File: src/rtl/rpa_pkg.sv
package rpa_pkg;
  typedef struct packed {
    logic loadPulse;
    logic loadSettle;
    logic loadMeas;
    logic meterArm;
    logic meterEn;
    logic attemptClr;
    logic attemptInc;
    logic maxClr;
    logic maxEn;
  } ctrlStrobe_t;
endpackage

File: src/rtl/rpa_datapath.sv
module rpa_datapath
  import rpa_pkg::*;
#(
  parameter int PHASE_W      = 4,
  parameter int PULSE_LEN    = 8,
  parameter int SETTLE_LEN   = 256,
  parameter int MEAS_TIMEOUT = 64,
  parameter int SAT_LIMIT    = 15,
  parameter int MAX_ATTEMPTS = 64
) (
  input  logic               clk,
  input  logic               rst,
  input  ctrlStrobe_t        strobe,
  input  logic               refMarker,
  input  logic               tgtMarker,
  output logic               timerZero,
  output logic               capValid,
  output logic [PHASE_W-1:0] capPhase,
  output logic               attemptsLast,
  output logic [PHASE_W-1:0] measPhase,
  output logic [PHASE_W-1:0] maxPhase
);
  localparam int TIMER_MAX = (SETTLE_LEN > PULSE_LEN) ?
                             ((SETTLE_LEN > MEAS_TIMEOUT) ? SETTLE_LEN : MEAS_TIMEOUT) :
                             ((PULSE_LEN > MEAS_TIMEOUT) ? PULSE_LEN : MEAS_TIMEOUT);
  localparam int TIMER_W = $clog2(TIMER_MAX + 1);
  localparam int ATT_W   = $clog2(MAX_ATTEMPTS + 1);
  localparam logic [TIMER_W-1:0] PULSE_LOAD  = TIMER_W'(PULSE_LEN - 1);
  localparam logic [TIMER_W-1:0] SETTLE_LOAD = TIMER_W'(SETTLE_LEN - 1);
  localparam logic [TIMER_W-1:0] MEAS_LOAD   = TIMER_W'(MEAS_TIMEOUT - 1);
  localparam logic [PHASE_W-1:0] SAT_VAL     = PHASE_W'(SAT_LIMIT);
  localparam logic [ATT_W-1:0]   ATT_LAST    = ATT_W'(MAX_ATTEMPTS - 1);

  logic [TIMER_W-1:0] timer;
  logic [ATT_W-1:0]   attempts;
  logic               armed;
  logic [PHASE_W-1:0] cnt;

  // shared down-counter for pulse, settle and measurement windows
  always_ff @(posedge clk) begin
    if (rst)                    timer <= '0;
    else if (strobe.loadPulse)  timer <= PULSE_LOAD;
    else if (strobe.loadSettle) timer <= SETTLE_LOAD;
    else if (strobe.loadMeas)   timer <= MEAS_LOAD;
    else if (timer != '0)       timer <= timer - 1'b1;
  end
  assign timerZero = (timer == '0);

  // phase meter: reference marker arms, target marker captures
  always_comb begin
    capValid = 1'b0;
    capPhase = '0;
    if (strobe.meterEn) begin
      if (armed) begin
        capValid = tgtMarker || (cnt == SAT_VAL);
        capPhase = cnt;
      end else begin
        capValid = refMarker && tgtMarker;
      end
    end
  end

  always_ff @(posedge clk) begin
    if (rst || strobe.meterArm) begin
      armed <= 1'b0;
      cnt   <= '0;
    end else if (strobe.meterEn && !capValid) begin
      if (!armed && refMarker) begin
        armed <= 1'b1;
        cnt   <= PHASE_W'(1);
      end else if (armed) begin
        cnt <= cnt + 1'b1;
      end
    end
  end

  // counted measurements within the current stage
  always_ff @(posedge clk) begin
    if (rst || strobe.attemptClr) attempts <= '0;
    else if (strobe.attemptInc)   attempts <= attempts + 1'b1;
  end
  assign attemptsLast = (attempts == ATT_LAST);

  always_ff @(posedge clk) begin
    if (rst)           measPhase <= '0;
    else if (capValid) measPhase <= capPhase;
  end

  always_ff @(posedge clk) begin
    if (rst || strobe.maxClr) maxPhase <= '0;
    else if (capValid && strobe.maxEn && (capPhase > maxPhase)) maxPhase <= capPhase;
  end

  assert_meas_hold_R5: assert property (@(posedge clk) disable iff (rst)
    !capValid |=> $stable(measPhase));
  assert_max_mono_R6: assert property (@(posedge clk) disable iff (rst)
    !strobe.maxClr |=> (maxPhase >= $past(maxPhase)));
  assert_attempt_bound_R9: assert property (@(posedge clk) disable iff (rst)
    attempts <= ATT_W'(MAX_ATTEMPTS));
endmodule

File: src/rtl/rpa_ctrl.sv
module rpa_ctrl
  import rpa_pkg::*;
#(
  parameter int PHASE_W = 4,
  parameter int PHASES  = 10
) (
  input  logic               clk,
  input  logic               rst,
  input  logic               start,
  input  logic               txSynced,
  input  logic [PHASE_W-1:0] targetPhase,
  input  logic               refLocked,
  input  logic               tgtLocked,
  input  logic               timerZero,
  input  logic               capValid,
  input  logic [PHASE_W-1:0] capPhase,
  input  logic               attemptsLast,
  output ctrlStrobe_t        strobe,
  output logic               tgtRxReset,
  output logic               done,
  output logic               error
);
  localparam logic [PHASE_W-1:0] TOP_PHASE = PHASE_W'(PHASES - 1);

  typedef enum logic [1:0] {sIdle, sPulse, sSettle, sMeasure} state_t;
  state_t state, stateNext;
  logic stageTwo, stageTwoNext;
  logic setDone, setErr, clrFlags;

  always_comb begin
    strobe       = '0;
    stateNext    = state;
    stageTwoNext = stageTwo;
    setDone      = 1'b0;
    setErr       = 1'b0;
    clrFlags     = 1'b0;
    strobe.meterEn = (state == sMeasure);
    strobe.maxEn   = !stageTwo;
    case (state)
      sIdle: if (start && txSynced) begin
        stateNext         = sPulse;
        stageTwoNext      = 1'b0;
        clrFlags          = 1'b1;
        strobe.loadPulse  = 1'b1;
        strobe.attemptClr = 1'b1;
        strobe.maxClr     = 1'b1;
      end
      sPulse: if (timerZero) begin
        stateNext         = sSettle;
        strobe.loadSettle = 1'b1;
      end
      sSettle: if (timerZero) begin
        if (refLocked && tgtLocked) begin
          stateNext       = sMeasure;
          strobe.loadMeas = 1'b1;
          strobe.meterArm = 1'b1;
        end else begin
          stateNext        = sPulse;
          strobe.loadPulse = 1'b1;
        end
      end
      sMeasure: begin
        if (capValid) begin
          strobe.attemptInc = 1'b1;
          if (!stageTwo && capPhase == TOP_PHASE) begin
            stageTwoNext      = 1'b1;
            strobe.attemptClr = 1'b1;
            stateNext         = sPulse;
            strobe.loadPulse  = 1'b1;
          end else if (stageTwo && capPhase == targetPhase) begin
            stateNext = sIdle;
            setDone   = 1'b1;
          end else if (attemptsLast) begin
            stateNext = sIdle;
            setErr    = 1'b1;
          end else begin
            stateNext        = sPulse;
            strobe.loadPulse = 1'b1;
          end
        end else if (timerZero) begin
          stateNext        = sPulse;
          strobe.loadPulse = 1'b1;
        end
      end
      default: stateNext = sIdle;
    endcase
  end

  always_ff @(posedge clk) begin
    if (rst) begin
      state    <= sIdle;
      stageTwo <= 1'b0;
      done     <= 1'b0;
      error    <= 1'b0;
    end else begin
      state    <= stateNext;
      stageTwo <= stageTwoNext;
      if (clrFlags) begin
        done  <= 1'b0;
        error <= 1'b0;
      end else begin
        if (setDone) done  <= 1'b1;
        if (setErr)  error <= 1'b1;
      end
    end
  end

  assign tgtRxReset = (state == sPulse);

  assert_flags_excl_R9: assert property (@(posedge clk) disable iff (rst)
    !(done && error));
  assert_start_clears_R8: assert property (@(posedge clk) disable iff (rst)
    (state == sIdle && start && txSynced) |=> (!done && !error && tgtRxReset));
  assert_quiet_after_end_R7: assert property (@(posedge clk) disable iff (rst)
    (done || error) |-> !tgtRxReset);
  assert_pulse_min_R3: assert property (@(posedge clk) disable iff (rst)
    $rose(tgtRxReset) |=> tgtRxReset);
endmodule

File: src/rtl/rx_phase_aligner.sv
module rx_phase_aligner
  import rpa_pkg::*;
#(
  parameter int PHASE_W      = 4,
  parameter int PHASES       = 10,
  parameter int PULSE_LEN    = 8,
  parameter int SETTLE_LEN   = 256,
  parameter int MEAS_TIMEOUT = 64,
  parameter int SAT_LIMIT    = 15,
  parameter int MAX_ATTEMPTS = 64
) (
  input  logic               clk,
  input  logic               rst,
  input  logic               start,
  input  logic               txSynced,
  input  logic [PHASE_W-1:0] targetPhase,
  input  logic               refMarker,
  input  logic               tgtMarker,
  input  logic               refLocked,
  input  logic               tgtLocked,
  output logic               tgtRxReset,
  output logic [PHASE_W-1:0] measPhase,
  output logic [PHASE_W-1:0] maxPhase,
  output logic               done,
  output logic               error
);
  ctrlStrobe_t        strobe;
  logic               timerZero, capValid, attemptsLast;
  logic [PHASE_W-1:0] capPhase;

  rpa_datapath #(
    .PHASE_W(PHASE_W), .PULSE_LEN(PULSE_LEN), .SETTLE_LEN(SETTLE_LEN),
    .MEAS_TIMEOUT(MEAS_TIMEOUT), .SAT_LIMIT(SAT_LIMIT), .MAX_ATTEMPTS(MAX_ATTEMPTS)
  ) uDatapath (
    .clk(clk), .rst(rst), .strobe(strobe),
    .refMarker(refMarker), .tgtMarker(tgtMarker),
    .timerZero(timerZero), .capValid(capValid), .capPhase(capPhase),
    .attemptsLast(attemptsLast), .measPhase(measPhase), .maxPhase(maxPhase)
  );

  rpa_ctrl #(.PHASE_W(PHASE_W), .PHASES(PHASES)) uCtrl (
    .clk(clk), .rst(rst), .start(start), .txSynced(txSynced),
    .targetPhase(targetPhase), .refLocked(refLocked), .tgtLocked(tgtLocked),
    .timerZero(timerZero), .capValid(capValid), .capPhase(capPhase),
    .attemptsLast(attemptsLast), .strobe(strobe),
    .tgtRxReset(tgtRxReset), .done(done), .error(error)
  );
endmodule

File: config.mk
export PLATFORM = sky130hd
export DESIGN_NAME = rx_phase_aligner
export DESIGN_NICKNAME = d
export VERILOG_FILES = /design/src/rtl/rpa_pkg.sv /design/src/rtl/rpa_datapath.sv /design/src/rtl/rpa_ctrl.sv /design/src/rtl/rx_phase_aligner.sv
export SDC_FILE = /design/constraint.sdc
export NUM_CORES = 1
export LEC_CHECK = 0
export ABC_AREA = 1
export ABC_CLOCK_PERIOD_IN_PS = 3100
export CAP_MARGIN = 5
export CORE_MARGIN = 1.5
export CORE_UTILIZATION = 60
export CTS_CLUSTER_SIZE = 10
export DETAILED_ROUTE_END_ITERATION = 10
export PLACE_DENSITY = 0.87
export SETUP_SLACK_MARGIN = 0.4
export SYNTH_ARGS = -nofsm -noshare
export SYNTH_HDL_FRONTEND = slang
export SYNTH_SLANG_ARGS = --single-unit
File: constraint.sdc
create_clock -name clk -period 3.1 [get_ports clk]
set_input_delay 0.62 -clock clk [delete_from_list [all_inputs] [get_ports clk]]
set_output_delay 0.62 -clock clk [all_outputs]
set_load 0.03 [all_outputs]
# --- After elaboration in Yosys (flattened, before gate mapping) ---
# Index checks and enable logic that the tools add are counted.
totals:
  ff_bits: 34
  elab_cells: 110
  memories: 0
  output_inout_bits: 11
  mem_bits_rw: 0
  latch_bits: 0
  romBits: 0
  inputBits: 12
op_classes:
  bitwise: 0
  shifts: 0
  n_mul: 0
  muxes: 51
  magnitude_cmp: 1
  n_addsub: 3
  div_mod_pow: 0
  n_reduce_logical: 30
  eq_ne: 13
op_table:
  columns: ["cell", "count"]
  rows:
  - ["two-way mux 1 bit", 27]
  - ["two-way mux 2 bit", 12]
  - ["two-way mux 8 bit", 3]
  - ["two-way mux 4 bit", 4]
  - ["logical AND 1 bit", 9]
  - ["zero test 9 bit", 1]
  - ["nonzero test 9 bit", 1]
  - ["subtractor 9 x 1 -> 9 bit, second input constant", 1]
  - ["equality test 4 bit, second input constant", 2]
  - ["one-hot mux 2 bit (4 select lines)", 1]
  - ["AND reduction 4 bit", 2]
  - ["adder 7 x 1 -> 7 bit, second input constant", 1]
  - ["equality test 7 x 6 -> 1 bit, second input constant", 1]
  - ["inequality test 2 x 1 -> 1 bit, second input constant", 3]
  - ["adder 4 x 1 -> 4 bit, second input constant", 1]
  - ["equality test 2 bit, second input constant", 2]
  - ["equality test 4 bit", 1]
  - ["> comparator 4 bit", 1]
  - ["logical OR 1 bit", 4]
  - ["inequality test 2 bit, second input constant", 2]
  - ["one-hot mux 1 bit (2 select lines)", 2]
  - ["AND reduction 2 bit", 2]
  - ["nonzero test 2 bit", 2]
  - ["nonzero test 4 bit", 1]
  - ["other kinds (9)", 12]

# --- Logic depth before layout (Yosys ltp) ---
# Gate-level depths: netlist (run 1).
logic_depth:
  ltp_word: 9
  ltp_mapped: 15
  ltp_nobuf: 14

# --- By module ---
# Synthesis (run 1) repeated with hierarchy kept, for this count alone.
hier_totals:
  hier_cells: 328
  hier_area_um2: 2158.3
modules_own_cells:
  columns: ["mod", "seq_area_each_um2", "n_inst", "cells_each", "area_per_inst_um2"]
  rows:
  - ["rpa_datapath", 580.6, 1, 237, 1592.8]
  - ["rpa_ctrl", 100.1, 1, 91, 565.5]

# --- Worst setup path before layout (run 1) ---
# Ideal clock, no wire load.
synth_path:
  kind: "reg-to-reg"
  startpoint: "register uCtrl.state[0]"
  endpoint: "register uDatapath.maxPhase[0]"
  setup_time_ps: 120
  path_stages_with_launch: 13
  arrival_time_ps: 1739
  n_path_buf: 1
  path_slack_ps: 1241
  required_ps: 2980
  period_less_slack_ps: 1859
  cell_sequence: "dfxtp_1 > ha_1 > buf_2 > nand3_1 > inv_1 > ha_1 > inv_1 > nor2_1 > o211ai_1 > nand2_1 > nand4_2 > o21ai_0 > a21oi_1"
synth_lines:
  columns: ["element", "line", "text"]
  rows:
  - ["start, declared", "rpa_ctrl.sv:26", "state_t state, stateNext;"]
  - ["start signal, assigned", "rpa_ctrl.sv:91", "state <= sIdle;"]
  - ["start signal, assigned", "rpa_ctrl.sv:96", "state <= stateNext;"]
  - ["end signal, assigned", "rpa_datapath.sv:91", "else if (capValid && strobe.maxEn && (capPhase > maxPhase)) maxPhase <= capPhase;"]
  - ["end, declared", "rpa_datapath.sv:21", "output logic [PHASE_W-1:0] maxPhase"]

# --- Final worst setup path (run 1) ---
layout_path:
  startpoint: "register uCtrl.state[1]"
  endpoint: "output port tgtRxReset"
layout_via:
  elab_chain_cells: 1
layout_rtl:
  columns: ["element", "line", "text"]
  rows:
  - ["equality test 2 x 1 -> 1 bit", "rpa_ctrl.sv:108", "assign tgtRxReset = (state == sPulse);"]
  - ["end, declared", "rx_phase_aligner.sv:21", "output logic tgtRxReset,"]
# Every way passes these cells.

==> reports/metrics.csv, run 1 <==
metric,value,unit
Fillers,252,
initial antenna violation count,0,
Via density,5.25,
Clock transition at path regs,0.10,ns
pre-CTS setup slack,0.575,ns
worst min-delay path class,reg2reg,
syn_nets,310,
vias,1860,
share of cells above drive strength 1,7.10,%
fin area,2310,um^2
reg-to-reg setup timing slack,0.78,ns
clk_lat worst skew,0.34,ns
leak pwr,1.06,nW
largest net degree at the start of global routing,14,
Fin. Hold Viols,0,
Longest Clk Path Bufs,2,
Num CTS Buffers,5,
worst-margin pin slew,0.421,ns
root buffer cell,clkbuf_4,
nets@finish,336,
Die X,60.9,um
crit-path max cell delay,0.67,ns
Initial Util,64.4,%
area of the multi-input gates,1110,um^2
crit path launch type,flip-flop,
register area share after synthesis,33.8,%
number of max-cap violations,0,
post-CTS setup buffers,0,
DP Wirelength,3200,um
# IOs,23,
antenna fix cells,0,
Post-Layout Cell Count,354,
gr usage total,25.9,%
final worst slack,0.752,ns
drt drc,0,
"Remaining Overflow, GRT",0,
routability cong.,0.832,
final hold slack,0.470,ns
Final period util,75.7,%
hold endpoint,uDatapath.measPhase[0]$_SDFFE_PP0N_,
Pre-antenna DRT Iters,4,
FP Rows,20,
drt wl/cell,11.6,um
worst clock skew,0.00540,ns
CP endpoint kind,primary output,
hold path start,uDatapath.measPhase[0]$_SDFFE_PP0N_,
first-pass GRT wire length,7060,um
CP required,2.48,ns
DIE AREA,3710,um^2
status,completed,
vias in the first global route,1689,
Iter 0 DRT Violations,105,
Synth Warn #,0,
flip-flop and latch area,681,um^2
r2r startpoint,uCtrl.state[0]$_SDFFE_PP0P_,
H-tree depth,2,
cell area power density,569,nW/um^2
final wirelength,4110,um
r2r worst-path depth,11,
critical path cell sequence,inv_1 > ha_1 > clkdlybuf4s50_1,
Hold Buf Count CTS,0,
# resized after CTS,0,
Fin Setup TNS,0,ns
"Data arrival, critical path",1.73,ns
number of synthesized register bits,34,
Tmin final,2.35,ns
crit path max fanout,5,
Synth-to-Final Area Change,14.9,%
IO Port Bufs,22,
Setup CP Type,reg2out,
Max Clk Rate,0.426,GHz
clock sinks,34,
RSZ-0062 raised after global routing,no,
DRT antenna net count,0,
Mapped Cells,284,
final setup fails,0,
critical path's slowest cell,clkdlybuf4s50_1,
VDD IR max,0.298,mV
Relative slew margins,71.9,%
core area,3130,um^2
"Slew Viols, Final",0,
Cell variety after synth,32,
synthesized area per cell,7.09,um^2
Hold Crit Depth,2,
CTS tree,yes,
reg2reg end,uDatapath.maxPhase[3]$_SDFFE_PP0P_,
synthesized area,2010,um^2
Placement Cell Area,2270,um^2
DP Cell Count,347,
Die Y,60.9,um
sequential cells by signal, summed over array words and instances (netlist names):
signal,cells
uDatapath.maxPhase,4
uCtrl.state,2
uDatapath.measPhase,4
uDatapath.timer,9
uDatapath.attempts,7
uDatapath.armed,1
uCtrl.stageTwo,1
uCtrl.error,1
uCtrl.done,1
uDatapath.cnt,4
critical path: cells and delay by family, from the launching register on:
family     cells  cell delay [ns]
buf+inv        2             0.82
flops          1             0.37
fa+ha+maj      1             0.19
cell families (layout without fill, tap and decap cells):
group                    after synthesis  after routing  synth area share [%]
AO/OA/AOI/OAI                         56             56                  16.0
flip-flops                            34             34                  33.8
adder cells (fa/ha/maj)               14             14                  8.70
AND/OR/NAND/NOR                      118            118                  27.6
buffers and inverters                 55             81                  10.9
XOR/XNOR                               7              7                  3.04
cell usage in the layout (no fill, tap or decap):
cell type,count
nand3_1,17
a211oi_1,2
xor2_1,3
nand4_2,1
o21ai_1,2
a31oi_1,1
nor3b_1,1
dfxtp_1,34
nand3_2,3
xnor2_1,4
nand4_1,7
inv_1,51
o21bai_1,4
nor2_1,32
o211ai_1,2
clkbuf_1,2
a21oi_1,20
ha_1,14
or2_2,1
nor2_4,1
o21ai_0,19
a21boi_0,1
a41oi_1,1
nor3_2,2
nand2_1,45
nand2_4,1
buf_4,1
clkdlybuf4s50_1,22
a21oi_2,4
clkbuf_4,5
nor3_1,4
nand2_2,3
worst max-delay path by stage:
stage                                     start  slack [ns]                                 end
global route        uCtrl.state[0]$_SDFFE_PP0P_        0.51     uDatapath.timer[1]$_SDFFE_PP0P_
CTS                 uCtrl.state[1]$_SDFFE_PP0P_        0.74                          tgtRxReset
finish              uCtrl.state[1]$_SDFFE_PP0P_        0.75                          tgtRxReset
floorplan           uCtrl.state[0]$_SDFFE_PP0P_        1.24  uDatapath.maxPhase[0]$_SDFFE_PP0P_
detailed placement                    refMarker        0.58  uDatapath.maxPhase[1]$_SDFFE_PP0P_
global placement                      refMarker        0.65  uDatapath.maxPhase[0]$_SDFFE_PP0P_
Yosys cell counts:
master	n	area (um^2)
inv_1	51	191
nand2_1	45	169
or2_2	1	6.26
xnor2_1	4	35.0
nor2_4	1	11.3
nand4_1	7	43.8
a21boi_0	1	7.51
o211ai_1	2	15.0
nor3b_1	1	7.51
clkbuf_1	1	3.75
a41oi_1	1	8.76
buf_6	1	11.3
buf_4	1	7.51
xor2_1	3	26.3
o21ai_1	2	10.0
nand3_1	17	85.1
nor3_1	4	20.0
o21bai_1	4	30.0
nand2_2	3	18.8
nand4_2	1	12.5
nand2_4	1	11.3
ha_1	14	175
nor3_2	2	20.0
a31oi_1	1	6.26
a21oi_2	4	35.0
a211oi_1	2	15.0
a21oi_1	20	100
nand3_2	3	30.0
dfxtp_1	34	681
buf_2	1	5.00
o21ai_0	19	95.1
nor2_1	32	120
per-layer routing:
metal	global-route usage, %	up-vias	routed length [um]
met5	0	-	0
met4	9.63	0	82
met3	8.53	8	150
met2	42.2	40	1930
met1	31.8	843	1940
li1	-	969	-
metrics by stage:
step                util [%]  power (W)
finish                  74.0    0.00132
global route            74.0    0.00143
CTS                     74.0    0.00132
detailed placement      72.6    0.00109
global placement        72.6    0.00108
floorplan                  -   0.000977
cell type report:
| class | count | area share, % |
|---|---|---|
| tap | 44 | 2.38 |
| inverter | 51 | 8.27 |
| multi-input combinational | 195 | 48.2 |
| timing repair buffer | 23 | 9.84 |
| clock buffer | 7 | 1.95 |
| sequential | 34 | 29.4 |
power by group:
| group | internal (W) | leakage [nW] | switching (W) |
|---|---|---|---|
| Clock | 0.0000855 | 0.0254 | 0.000147 |
| Combinational | 0.000209 | 0.761 | 0.000340 |
| Sequential | 0.000493 | 0.276 | 0.0000423 |
Note: power is estimated with default switching activity, not from simulation.
==> run 2, diff against run 1 <==
- ABC_CLOCK_PERIOD_IN_PS: 3100 -> 2000
- CORE_UTILIZATION: 60 -> 50
- PLACE_DENSITY: 0.87 -> 0.78
- clock period: 3.1 -> 2 ns (I/O delays scaled with it)
==> run 2 against run 1 <==
Against the previous run: worst setup slack worse by 0.57 ns; sequential cell count is the same; hold slack lost 0.0047 ns; clock power grew 120%; critical endpoint is now uDatapath.maxPhase[2]$_SDFFE_PP0P_; non-clock buffer count is 29 higher; final cell count is 9.0% higher; via count increased by 9.5%; critical path type is now reg2reg; highest routed layer unchanged; largest power group unchanged.
==> reports/metrics.csv, run 2 (synthesis results as in run 1) <==
metric,value,unit,change
final wirelength,5250,um,+28%
clk_lat worst skew,0.29,ns,-0.05 ns
initial antenna violation count,0,,unchanged
IO Port Bufs,22,,unchanged
Via density,5.28,,+0.44%
CTS tree,yes,,
DP Wirelength,3210,um,+0.25%
pre-CTS setup slack,-0.00445,ns,-0.580 ns
DRT antenna net count,0,,unchanged
crit path max fanout,8,,+3
Largest regs,"uDatapath.timer: 9 flops, uDatapath.attempts: 7 flops",,
largest net degree at the start of global routing,11,,-3
drt wl/cell,13.6,um,+17%
core area,3770,um^2,+21%
GR Layer Usage met3,4.73,%,-3.8 points
hold endpoint,uDatapath.measPhase[0]$_SDFFE_PP0N_,,
cell area power density,864,nW/um^2,+52%
flip-flop and latch area,699,um^2,+2.8%
status,completed,,
leak pwr,1.31,nW,+23%
drt drc,0,,unchanged
"commonest cells after routing, fill and taps aside","inv_1 (41), nand2_1 (34), dfxtp_1 (27)",,
Relative slew margins,75.8,%,+3.9 points
antenna fix cells,0,,unchanged
"Data arrival, critical path",1.99,ns,+0.26 ns
"most common cell after layout, fill and taps aside",inv_1,,
routability cong.,0.827,,-0.61%
first-pass GRT wire length,7960,um,+13%
H-tree depth,2,,unchanged
"Remaining Overflow, GRT",0,,unchanged
Initial Util,53.4,%,-11 points
Num CTS Buffers,5,,unchanged
Largest Register,uDatapath.timer,,
GR Util met2,39.5,%,-2.7 points
gr usage total,23.2,%,-2.6 points
worst clock skew,0.00740,ns,+0.00200 ns
share of cells above drive strength 1,34.9,%,+28 points
Setup CP Type,reg2reg,,
GRT Max-Usage Layer,met2,,
worst min-delay path class,reg2reg,,
crit path launch type,flip-flop,,
CP required,2.18,ns,-0.30 ns
root buffer cell,clkbuf_8,,
area of the multi-input gates,1440,um^2,+29%
worst-margin pin slew,0.360,ns,-0.0607 ns
r2r startpoint,uCtrl.state[0]$_SDFFE_PP0P_,,
nets@finish,365,,+8.6%
vias in the first global route,1864,,+10%
Hold Crit Depth,2,,unchanged
# IOs,23,,unchanged
Fin. Hold Viols,0,,unchanged
CP endpoint kind,flip-flop,,
Post-Route Utilization,77.8,%,+3.8 points
Fillers,243,,-3.6%
vias,2037,,+9.5%
Clock transition at path regs,0.07,ns,-0.03 ns
number of max-cap violations,0,,unchanged
max reg flops,9,,unchanged
Tmin final,1.81,ns,
RSZ-0062 raised after global routing,yes,,
final worst slack,0.185,ns,-0.567 ns
reg2reg end,uDatapath.maxPhase[2]$_SDFFE_PP0P_,,
Hold Buf Count CTS,0,,unchanged
hold path start,uDatapath.measPhase[0]$_SDFFE_PP0N_,,
DIE AREA,4420,um^2,+19%
Die Y,66.5,um,+9.1%
"Slew Viols, Final",0,,unchanged
Synth-to-Final Area Change,45.7,%,
VDD IR max,0.776,mV,+160%
Max Clk Rate,0.551,GHz,
GR met1 Demand/Resource,28.9,%,-2.9 points
clock sinks,34,,unchanged
Pre-antenna DRT Iters,4,,unchanged
Final period util,90.7,%,
r2r worst-path depth,9,,-2
final setup fails,0,,unchanged
Longest Clk Path Bufs,2,,unchanged
Die X,66.5,um,+9.1%
reg-to-reg setup timing slack,0.19,ns,-0.59 ns
Iter 0 DRT Violations,101,,-3.8%
FP Rows,22,,+10%
run 2: cell types whose count changed in the layout (fill, tap and decap cells not counted), sizes merged:
cell / previous run / this run
dlymetal6s2s: 0 / 1
dlygate4sd2: 0 / 10
buf: 1 / 30
clkdlybuf4s50: 22 / 10
run 2: routing by layer:
metal | vias up | part of all wire [%]
met2 | 56 | 50
met3 | 12 | 4.1
met4 | 0 | 1.8
met5 | - | 0
li1 | 1034 | -
met1 | 935 | 44
run 2: where the power goes:
| group | total (W) | internal [W] | switching [W] |
|---|---|---|---|
| clock network | 0.000507 | 0.000265 | 0.000242 |
| registers | 0.000843 | 0.000772 | 0.0000708 |
| logic | 0.00119 | 0.000453 | 0.000732 |
run 2: what timing repair did:
| action | in CTS | in global routing |
|---|---|---|
| buffers inserted | 11 | 10 |
| gates resized for setup | 50 | 63 |
| endpoints found under the setup margin | 41 | 31 |
| pin swaps | 12 | 26 |
run 2: worst max-delay path by stage:
stage                                               to                   startpoint
global route        uDatapath.maxPhase[2]$_SDFFE_PP0P_  uCtrl.state[1]$_SDFFE_PP0P_
floorplan           uDatapath.maxPhase[0]$_SDFFE_PP0P_  uCtrl.state[0]$_SDFFE_PP0P_
CTS                 uDatapath.maxPhase[3]$_SDFFE_PP0P_  uCtrl.state[1]$_SDFFE_PP0P_
finish              uDatapath.maxPhase[2]$_SDFFE_PP0P_  uCtrl.state[0]$_SDFFE_PP0P_
global placement       uDatapath.timer[1]$_SDFFE_PP0P_               targetPhase[1]
detailed placement     uDatapath.timer[1]$_SDFFE_PP0P_               targetPhase[2]
run 2: cell type report:
type                            count  share of cell area [%]
Clock buffer                        6                    2.81
Sequential cell                    34                    23.8
Multi-Input combinational cell    195                    48.9
Tap cell                           48                    2.05
Timing Repair Buffer               52                    15.5
Inverter                           51                    6.86
run 2: worst max-delay path: stages (launching register included):
cell and delay, ns:
dfxtp_4 0.36, ha_2 0.20, nand3_4 0.12, inv_1 0.11, ha_4 0.29, o211ai_1 0.07
nand2_1 0.11, nand4_4 0.18, o21ai_2 0.22, a21oi_2 0.05
run 2: metrics by stage:
| stage | hold slack, ns | TNS, ns | power [W] | std cells | area, um^2 |
|---|---|---|---|---|---|
| finish | 0.465 | 0 | 0.00254 | 386 | 2940 |
| detailed placement | 0.460 | -0.00445 | 0.00172 | 359 | 2390 |
| global route | 0.489 | 0 | 0.00270 | 386 | 2940 |
| global placement | 0.448 | 0 | 0.00170 | 359 | 2390 |
| floorplan | 0.443 | 0 | 0.00153 | 284 | 2070 |
| CTS | 0.467 | 0 | 0.00231 | 376 | 2670 |
==> run 3, diff against run 2 <==
- CORE_UTILIZATION: 50 -> 52
- CTS_BUF_LIST: not set -> sky130_fd_sc_hd__clkbuf_8
- PLACE_DENSITY: 0.78 -> 0.81
==> run 3 against run 2 <==
Against the previous run: hold slack gained 0.0044 ns; clock skew down 0.0044 ns; count of clock-buffer cells in the layout shrank 1; utilization rose by 0.86 points; non-clock buffer count fell by 1; maximum frequency is 0.51% lower; largest cell class unchanged.
==> reports/metrics.csv, run 3 (synthesis results as in run 1) <==
metric,value,unit,change
leak pwr,1.31,nW,about the same
crit path launch type,flip-flop,,
initial antenna violation count,0,,unchanged
nets@finish,364,,-0.27%
Post-Layout Cell Count,386,,unchanged
Pre-antenna DRT Iters,5,,+1
final hold slack,0.469,ns,+0.00439 ns
uppermost layer routed,met4,,
Worst path most repeated cell,nand2_2,,
max reg flops,9,,unchanged
Fin Setup TNS,0,ns,unchanged
cell area power density,883,nW/um^2,+2.2%
Clock transition at path regs,0.06,ns,about the same
number of max-cap violations,0,,unchanged
Fillers,238,,-2.1%
Clock Power Share,18.4,%,-1.6 points
vias,2140,,+5.1%
H-tree depth,2,,unchanged
vias in the first global route,1820,,-2.4%
gr usage total,23.0,%,-0.18 points
DIE AREA,4260,um^2,-3.7%
Fin. Hold Viols,0,,unchanged
crit path max fanout,6,,-2
largest net degree at the start of global routing,11,,unchanged
Sw Pwr,0.00109,W,+4.0%
Longest Clk Path Bufs,2,,unchanged
share of cells above drive strength 1,35.8,%,+0.89 points
Synth-to-Final Area Change,44.1,%,
met2 wire length,2990,um,+14%
final wirelength,5870,um,+12%
RSZ-0062 raised after global routing,yes,,
"most common cell after layout, fill and taps aside",inv_1,,
drt drc,0,,unchanged
Hold Buf Count CTS,0,,unchanged
crit-path max cell delay,0.39,ns,+0.03 ns
antenna fix cells,0,,unchanged
final worst slack,0.176,ns,-0.00926 ns
Setup CP Type,reg2reg,,
worst clock skew,0.00300,ns,-0.00440 ns
WL met3,317,um,+47%
DP Wirelength,3250,um,+1.2%
# IOs,23,,unchanged
core area,3690,um^2,-2.2%
clk_lat worst skew,0.29,ns,about the same
Largest regs,"uDatapath.timer: 9 flops, uDatapath.attempts: 7 flops",,
first-pass GRT wire length,7640,um,-4.1%
Initial Util,54.6,%,+1.2 points
pre-CTS setup slack,0.0202,ns,+0.0246 ns
critical path's slowest cell,dfxtp_4,,
status,completed,,
r2r startpoint,uCtrl.state[1]$_SDFFE_PP0P_,,
routability cong.,0.847,,+2.4%
CP required,2.19,ns,about the same
internal cell power,0.00148,W,-0.96%
final setup fails,0,,unchanged
Iter 0 DRT Violations,90,,-11%
Gate power share,48.4,%,+1.7 points
Relative slew margins,76.8,%,+1.0 points
DRT antenna net count,0,,unchanged
Max Clk Rate,0.548,GHz,-0.51%
"Data arrival, critical path",2.01,ns,+0.02 ns
clock sinks,34,,unchanged
root buffer cell,clkbuf_8,,
met1 WL,2400,um,+3.8%
hold path start,uDatapath.measPhase[1]$_SDFFE_PP0N_,,
CTS tree,yes,,
Tmin final,1.82,ns,+0.00926 ns
"Slew Viols, Final",0,,unchanged
Die X,65.2,um,-1.9%
drt wl/cell,15.2,um,+12%
Die Y,65.2,um,-1.9%
DP Cell Count,360,,+0.28%
Largest Register,uDatapath.timer,,
critical path cell sequence,ha_4 > nand3_4 > nand2_1 > inv_1 > nor2_2 > nand3_2 > nand2_2 > nand2_2 > nand3_4 > nand2_2 > nand2_4 > nand2_2 > nor2_2 > nor2_1,,
CP startpoint,uCtrl.state[1]$_SDFFE_PP0P_,,
Flop pwr share,33.2,%,about the same
CP endpoint kind,flip-flop,,
worst min-delay path class,reg2reg,,
fin area,2900,um^2,-1.1%
Via density,5.54,,+5.1%
Top Family by Delay on Critical Path,simple AND/OR/NAND/NOR gates,,
Final period util,91.2,%,+0.46 points
Placement Cell Area,2400,um^2,+0.31%
IO Port Bufs,22,,unchanged
worst-margin pin slew,0.348,ns,-0.0128 ns
Switching Fraction,42.4,%,+1.2 points
"commonest cells after routing, fill and taps aside","inv_1 (38), nand2_1 (36), buf_4 (27), dfxtp_1 (27), nor2_1 (22)",,
Num CTS Buffers,5,,unchanged
"Remaining Overflow, GRT",0,,unchanged
FP Rows,22,,unchanged
VDD IR max,0.834,mV,+7.5%
worst path bufs/invs,1,,unchanged
[run 3: changes by cell type in the layout (fill, tap and decap cells not counted), moves of 3 or more]
| cell | delta |
|---|---|
| nor2_4 | -4 |
| inv_2 | +5 |
| buf_4 | +3 |
| nor2_2 | +6 |
| inv_1 | -3 |
| buf_6 | -4 |
[run 3: per-stage QoR]
stage / utilization (%) / power [W]
3_5_place_dp: 65.0 / 0.00172
3_3_place_gp: 65.0 / 0.00170
5_1_grt: 78.7 / 0.00273
2_1_floorplan: - / 0.00153
4_1_cts: 71.0 / 0.00230
6_report: 78.7 / 0.00256
[run 3: layer usage]
| layer | vias to the layer above | global-route usage (%) |
|---|---|---|
| met5 | - | 0 |
| met4 | 0 | 9.11 |
| met3 | 21 | 5.31 |
| met2 | 92 | 39.2 |
| met1 | 997 | 28.1 |
| li1 | 1030 | - |
[run 3: final timing paths]
path | slack (ns) | cells after the start | to
worst max register to register | 0.18 | 14 | uDatapath.timer[1]$_SDFFE_PP0P_
worst min register to register | 0.47 | 2 | uDatapath.measPhase[1]$_SDFFE_PP0N_
worst min-delay path | 0.47 | 2 | uDatapath.measPhase[1]$_SDFFE_PP0N_
worst max-delay path | 0.18 | 14 | uDatapath.timer[1]$_SDFFE_PP0P_
[run 3: cell type report]
class                   instances  area, um^2  area share, %
clock buffers                   5        68.8           2.37
well taps                      48        60.1           2.07
clock inverters                 2        7.51          0.259
repair buffers                 51         435           15.0
inverters                      51         201           6.94
flip-flops and latches         34         699           24.1
multi-input cells             195        1430           49.3
[run 3: tightest hold or removal path, cell delays in order, from the launching register on]
cell	delay (ns)
dfxtp_1	0.31
nand2_1	0.06
a21oi_1	0.05
[run 3: what timing repair did]
item,4_1_cts,5_1_grt
pin swaps,8,21
endpoints found under the setup margin,41,32
buffers inserted,8,11
resized for setup,41,69
[run 3: power groups by stage]
| stage | clock (W) | combinational [W] | sequential, W |
|---|---|---|---|
| after floorplan | 0 | 0.000686 | 0.000841 |
| after global placement | 0 | 0.000847 | 0.000852 |
| after detailed placement | 0 | 0.000861 | 0.000856 |
| after CTS | 0.000476 | 0.000981 | 0.000842 |
| after global routing | 0.000502 | 0.00137 | 0.000860 |
| final | 0.000471 | 0.00124 | 0.000852 |
